**config.mk**
```make
export PLATFORM = sky130hd
export DESIGN_NAME = ir_rx_fifo_irq
export DESIGN_NICKNAME = d
export VERILOG_FILES = /design/src/rtl/ir_rx_pkg.sv /design/src/rtl/ir_rx_store.sv /design/src/rtl/ir_rx_flags.sv /design/src/rtl/ir_rx_fifo_irq.sv
export SDC_FILE = /design/constraint.sdc
export NUM_CORES = 1
export LEC_CHECK = 0
export ABC_CLOCK_PERIOD_IN_PS = 3700
export BUFFER_PORTS_ARGS = -buffer_cell sky130_fd_sc_hd__buf_2
export CAP_MARGIN = 5
export CORE_MARGIN = 10
export CORE_UTILIZATION = 25
export CTS_CLUSTER_DIAMETER = 100
export CTS_CLUSTER_SIZE = 16
export DETAILED_ROUTE_END_ITERATION = 8
export PLACE_DENSITY = 0.45
export SYNTH_ARGS = -nofsm -noshare
export SYNTH_HDL_FRONTEND = slang
export SYNTH_HIERARCHICAL = 1
export SYNTH_SLANG_ARGS = --single-unit
```
**constraint.sdc**
```tcl
create_clock -name clk -period 3.7 [get_ports clk]
set_input_delay 0.74 -clock clk [delete_from_list [all_inputs] [get_ports clk]]
set_output_delay 0.74 -clock clk [all_outputs]
set_load 0.01 [all_outputs]
```
**src/rtl/ir_rx_pkg.sv**
```systemverilog
package ir_rx_pkg;
    localparam logic [1:0] ADDR_IEN  = 2'd0;
    localparam logic [1:0] ADDR_STAT = 2'd1;
    localparam logic [1:0] ADDR_DATA = 2'd2;

    localparam int BIT_OVF   = 0;
    localparam int BIT_PEND  = 1;
    localparam int BIT_AVAIL = 4;
    localparam int FIELD_LSB = 8;

    typedef struct packed {
        logic avail;
        logic pend;
        logic ovf;
    } irq_flags_t;
endpackage

```
**src/rtl/ir_rx_store.sv**
```systemverilog
module ir_rx_store #(
    parameter int DEPTH = 64,
    parameter int CNTW  = $clog2(DEPTH + 1),
    parameter int PTRW  = $clog2(DEPTH)
) (
    input  logic            clk,
    input  logic            rst_n,
    input  logic            push,
    input  logic [7:0]      push_data,
    input  logic            pop,
    output logic [7:0]      head_data,
    output logic [CNTW-1:0] count,
    output logic            drop
);
    localparam logic [CNTW-1:0] FULL_CNT = CNTW'(DEPTH);
    localparam logic [PTRW-1:0] LAST_PTR = PTRW'(DEPTH - 1);

    typedef struct packed {
        logic [PTRW-1:0] wptr;
        logic [PTRW-1:0] rptr;
        logic [CNTW-1:0] cnt;
    } store_t;

    store_t st_d, st_q;
    logic [7:0] mem_q [DEPTH];
    logic full, empty, pop_ok, push_ok;

    always_comb begin
        full    = (st_q.cnt == FULL_CNT);
        empty   = (st_q.cnt == '0);
        pop_ok  = pop && !empty;
        push_ok = push && (!full || pop_ok);
        drop    = push && !push_ok;

        st_d = st_q;
        if (push_ok) st_d.wptr = (st_q.wptr == LAST_PTR) ? '0 : st_q.wptr + 1'b1;
        if (pop_ok)  st_d.rptr = (st_q.rptr == LAST_PTR) ? '0 : st_q.rptr + 1'b1;
        if (push_ok && !pop_ok)      st_d.cnt = st_q.cnt + 1'b1;
        else if (pop_ok && !push_ok) st_d.cnt = st_q.cnt - 1'b1;
    end

    always_ff @(posedge clk or negedge rst_n) begin
        if (!rst_n) st_q <= '0;
        else        st_q <= st_d;
    end

    always_ff @(posedge clk) begin
        if (push_ok) mem_q[st_q.wptr] <= push_data;
    end

    assign head_data = empty ? 8'h00 : mem_q[st_q.rptr];
    assign count     = st_q.cnt;
endmodule

```
**src/rtl/ir_rx_flags.sv**
```systemverilog
module ir_rx_flags
    import ir_rx_pkg::*;
#(
    parameter int LVLW = 6,
    parameter int CNTW = 7
) (
    input  logic            clk,
    input  logic            rst_n,
    input  logic            ien_wr,
    input  logic            stat_wr,
    input  logic [31:0]     wdata,
    input  logic            drop,
    input  logic            pkt_end,
    input  logic [CNTW-1:0] count,
    output irq_flags_t      flags,
    output irq_flags_t      en,
    output logic [LVLW-1:0] level,
    output logic            irq
);
    typedef struct packed {
        irq_flags_t      en;
        logic [LVLW-1:0] level;
        irq_flags_t      flags;
    } flag_state_t;

    flag_state_t fs_d, fs_q;
    irq_flags_t  clr, evt;

    always_comb begin
        clr.ovf   = stat_wr && wdata[BIT_OVF];
        clr.pend  = stat_wr && wdata[BIT_PEND];
        clr.avail = stat_wr && wdata[BIT_AVAIL];
        evt.ovf   = drop;
        evt.pend  = pkt_end;
        evt.avail = (count > CNTW'(fs_q.level));

        fs_d = fs_q;
        fs_d.flags = (fs_q.flags & ~clr) | evt;
        if (ien_wr) begin
            fs_d.en.ovf   = wdata[BIT_OVF];
            fs_d.en.pend  = wdata[BIT_PEND];
            fs_d.en.avail = wdata[BIT_AVAIL];
            fs_d.level    = wdata[FIELD_LSB +: LVLW];
        end
    end

    always_ff @(posedge clk or negedge rst_n) begin
        if (!rst_n) fs_q <= '0;
        else        fs_q <= fs_d;
    end

    assign flags = fs_q.flags;
    assign en    = fs_q.en;
    assign level = fs_q.level;
    assign irq   = |(fs_q.flags & fs_q.en);
endmodule

```
**src/rtl/ir_rx_fifo_irq.sv**
```systemverilog
module ir_rx_fifo_irq
    import ir_rx_pkg::*;
#(
    parameter int DEPTH = 64
) (
    input  logic        clk,
    input  logic        rst_n,
    input  logic        sym_valid,
    input  logic [7:0]  sym_data,
    input  logic        pkt_end,
    input  logic        reg_wr,
    input  logic        reg_rd,
    input  logic [1:0]  reg_addr,
    input  logic [31:0] reg_wdata,
    output logic [31:0] reg_rdata,
    output logic        irq
);
    localparam int CNTW = $clog2(DEPTH + 1);
    localparam int LVLW = $clog2(DEPTH);

    logic [7:0]      head_data;
    logic [CNTW-1:0] fill_cnt;
    logic            sym_drop;
    logic            pop_req;
    irq_flags_t      stat_flags, ien_bits;
    logic [LVLW-1:0] avail_level;

    assign pop_req = reg_rd && (reg_addr == ADDR_DATA);

    ir_rx_store #(.DEPTH(DEPTH), .CNTW(CNTW), .PTRW(LVLW)) i_store (
        .clk       (clk),
        .rst_n     (rst_n),
        .push      (sym_valid),
        .push_data (sym_data),
        .pop       (pop_req),
        .head_data (head_data),
        .count     (fill_cnt),
        .drop      (sym_drop)
    );

    ir_rx_flags #(.LVLW(LVLW), .CNTW(CNTW)) i_flags (
        .clk     (clk),
        .rst_n   (rst_n),
        .ien_wr  (reg_wr && (reg_addr == ADDR_IEN)),
        .stat_wr (reg_wr && (reg_addr == ADDR_STAT)),
        .wdata   (reg_wdata),
        .drop    (sym_drop),
        .pkt_end (pkt_end),
        .count   (fill_cnt),
        .flags   (stat_flags),
        .en      (ien_bits),
        .level   (avail_level),
        .irq     (irq)
    );

    always_comb begin
        reg_rdata = '0;
        unique case (reg_addr)
            ADDR_IEN: begin
                reg_rdata[BIT_OVF]   = ien_bits.ovf;
                reg_rdata[BIT_PEND]  = ien_bits.pend;
                reg_rdata[BIT_AVAIL] = ien_bits.avail;
                reg_rdata[FIELD_LSB +: LVLW] = avail_level;
            end
            ADDR_STAT: begin
                reg_rdata[BIT_OVF]   = stat_flags.ovf;
                reg_rdata[BIT_PEND]  = stat_flags.pend;
                reg_rdata[BIT_AVAIL] = stat_flags.avail;
                reg_rdata[FIELD_LSB +: CNTW] = fill_cnt;
            end
            ADDR_DATA: reg_rdata[7:0] = head_data;
            default:   reg_rdata = '0;
        endcase
    end
endmodule

```
==> reports/metrics.csv <==
metric;value;unit
status;finished, violations left;
failing checks;setup timing;
max cap viols;0;
die area;100000;um^2
Post-synth EDFFs;512;
first-pass GRT wire length;84100;um
#FFs+latches synth;543;
Die Y-Extent;317;um
post-detail-place hpwl;36800;um
Hold Path Class;in2async;
slack of the critical path;-185;ps
total number of vias;11300;
crit path buf inv count;3;
Synth Instances;1153;
Crit Path Max Fanout;8;
crit path time final;3890;ps
Worst-path clk slew;80;ps
crit-path max cell delay;540;ps
Worst Setup Start Kind;flip-flop;
Hold WS;236;ps
Crit Reg-Reg Startpoint;i_store/count[3]$_DFFE_PN0P_;
H-tree depth;2;
total track usage;0.114;
Syn Std Cell Area;22000;um^2
total CTS buffers;40;
cell taking the most area after synthesis;edfxtp_1;
CTS tree;built;
routed len/inst;23.0;um
RSZ-0062 raised after global routing;yes;
area added between synthesis and finish;19.2;%
Critical path origin;i_store/st_q[7]$_DFFE_PN0P_;
drt total wl;57900;um
P_int;11400;uW
Async SR Flop Fraction;0.0571;
Static Leak;0.00849;uW
Synthesis Warnings;6;
fmax;257;MHz
drt pass-1 iters;5;
Reg2Reg Setup Slack;400;ps
dpl cells;2421;
maximum root-to-sink buffer count;3;
total core area;87000;um^2
vias per inst;4.51;
GPL Wtd Cong;0.752;
power density over the cells;627;nW/um^2
pin count of the biggest net entering global routing;58;
commonest non-fill, non-tap cells in the layout;512 x edfxtp_1, 143 x buf_4, 119 x mux4_2, 85 x nor2_1, 51 x nand2_1;
fill cell total of the finished layout;8570;
R2R depth;12;
CP required;2960;ps
Crit path max-delay family;compound AO/OA/AOI/OAI gates;
vias in the first global route;11700;
Initial Util;0.253;
Reg-to-Reg End;i_store/count[5]$_DFFE_PN0P_;
clock share of power;0.252;
Seq/Total Area, Yosys;0.734;
Sw Share;0.306;
Worst-Skew Late Latency;580;ps
slew of the pin with the lowest slew margin;1240;ps
Ports;81;
final clock skew;22.5;ps
Post-Layout Cell Count;2513;
combinational power share;0.308;
crit-path cells;buf_12, buf_16, mux4_2, a22o_1, a211o_1, a32o_2, and2_4, buf_6;
Final setup viols;7;
Worst IR Drop VDD;0.273;mV
DR DRC count;0;
crit path DAT;3150;ps
Worst slew margin;0.176;
P_sw;5030;uW
clk sinks;543;
FF/Latch Area;16200;um^2
Worst path slowest cell;mux4_2;
kind of critical path;reg2out;
most common cell after layout, fill and taps aside;edfxtp_1;
Max Slew Vio Count;0;
Port Buffer Count;40;
Starting DRT DRC Count;949;
root buffer cell;clkbuf_16;
GRT overflow;0;
row count;108;
Nets;1399;
fin crit share;1.05;
initial antenna violation count;2;
Die W;317;um
Mapped Avg Cell Area;19.1;um^2
layout cells sized above 1;0.328;
synth unique cells;68;
Multi-input gate area;5630;um^2
Routed Antenna Nets;0;
Post-synth top flop;edfxtp_1;
Flop pwr share;0.440;
cts hold-fix bufs;0;
final hold vios;0;
Diodes inserted;0;
CP Capture Type;primary output;
main area contributors after synthesis;edfxtp_1 70%, mux4_2 12%, dfrtp_1 3.5%;
post-synth top area share;0.699;
==> layout make-up <==
class | instances | share of cell area
Timing Repair Buffer | 208 | 0.0688
Clock inverter | 2 | 0.000763
Tap cell | 1155 | 0.0551
Inverter | 16 | 0.00229
Sequential cell | 543 | 0.616
Clock buffer | 62 | 0.0421
Multi-Input combinational cell | 527 | 0.215
==> power by group through the flow <==
| stage | registers (uW) | clock network (uW) | logic [uW] |
|---|---|---|---|
| after detailed placement | 7390 | 0 | 4360 |
| after global routing | 7270 | 4510 | 5410 |
| final | 7240 | 4140 | 5070 |
| after floorplan | 7220 | 0 | 2860 |
| after CTS | 7230 | 4290 | 5140 |
| after global placement | 7370 | 0 | 4360 |
==> per-stage QoR <==
step / cell area (um^2) / worst slack [ps] / total power (uW) / TNS (ps) / utilization
4_1_cts: 26200 / -214 / 16700 / -1290 / 0.301
5_1_grt: 26200 / -263 / 17200 / -1610 / 0.301
6_report: 26200 / -185 / 16500 / -895 / 0.301
3_5_place_dp: 24300 / -283 / 11800 / -283 / 0.280
2_1_floorplan: 22100 / 216 / 10100 / 0 / -
3_3_place_gp: 24300 / -211 / 11700 / -211 / 0.280
==> layer usage <==
layer / share of wire / vias up / track usage
li1: - / 4996 / -
met1: 0.47 / 6092 / 0.161
met2: 0.48 / 208 / 0.186
met3: 0.043 / 42 / 0.0189
met4: 0.010 / 2 / 0.0218
met5: 0.00022 / - / 0
==> cell usage after synthesis (4+ instances only) <==
master	number
a21o_1	8
buf_4	29
a211oi_1	6
mux2i_1	38
inv_1	15
nor2b_1	7
edfxtp_1	512
ha_1	14
nor4_1	4
nand2_1	53
nor3_1	7
a32o_1	6
xnor2_1	8
nand4_1	6
buf_6	11
o21ai_0	13
nor2_1	86
a22o_1	4
o22ai_1	7
mux4_2	119
nand3b_1	4
nand3_1	20
mux2_2	9
a21oi_1	6
clkbuf_1	19
and2_1	8
a22oi_1	18
o21ai_1	4
dfrtp_1	31
a221oi_1	4
buf_2	20
==> how the worst max path moves through the flow <==
| stage | endpoint | slack (ps) | depth (start not counted) |
|---|---|---|---|
| floorplan | i_store/count[5]$_DFFE_PN0P_ | 220 | 14 |
| global placement | reg_rdata[0] | -210 | 9 |
| detailed placement | reg_rdata[0] | -280 | 9 |
| CTS | reg_rdata[5] | -210 | 9 |
| global route | reg_rdata[5] | -260 | 8 |
| finish | reg_rdata[3] | -190 | 8 |
==> registers in the layout, indices dropped and copies added, names as in the netlist <==
signal,cells
i_flags/en,3
i_flags/flags,3
i_flags/level,6
i_store/count,7
i_store/mem_q,512
i_store/st_q,12
==> what timing repair did <==
action	4_1_cts	5_1_grt
setup endpoints to repair	8	8
endpoints found under the hold margin	0	0
pin swaps	21	9
gates cloned	5	0
resized for setup	84	12
buffers inserted	23	3
==> logic make-up after synthesis <==
logic type,synth area share
AO/OA/AOI/OAI,0.0388
XOR/XNOR,0.00358
adder cells (fa/ha/maj),0.00887
buffers and inverters,0.0272
flip-flops,0.734
multiplexers,0.144
other,0.000170
AND/OR/NAND/NOR,0.0429
No activity file was read; power rests on OpenSTA's default activity.
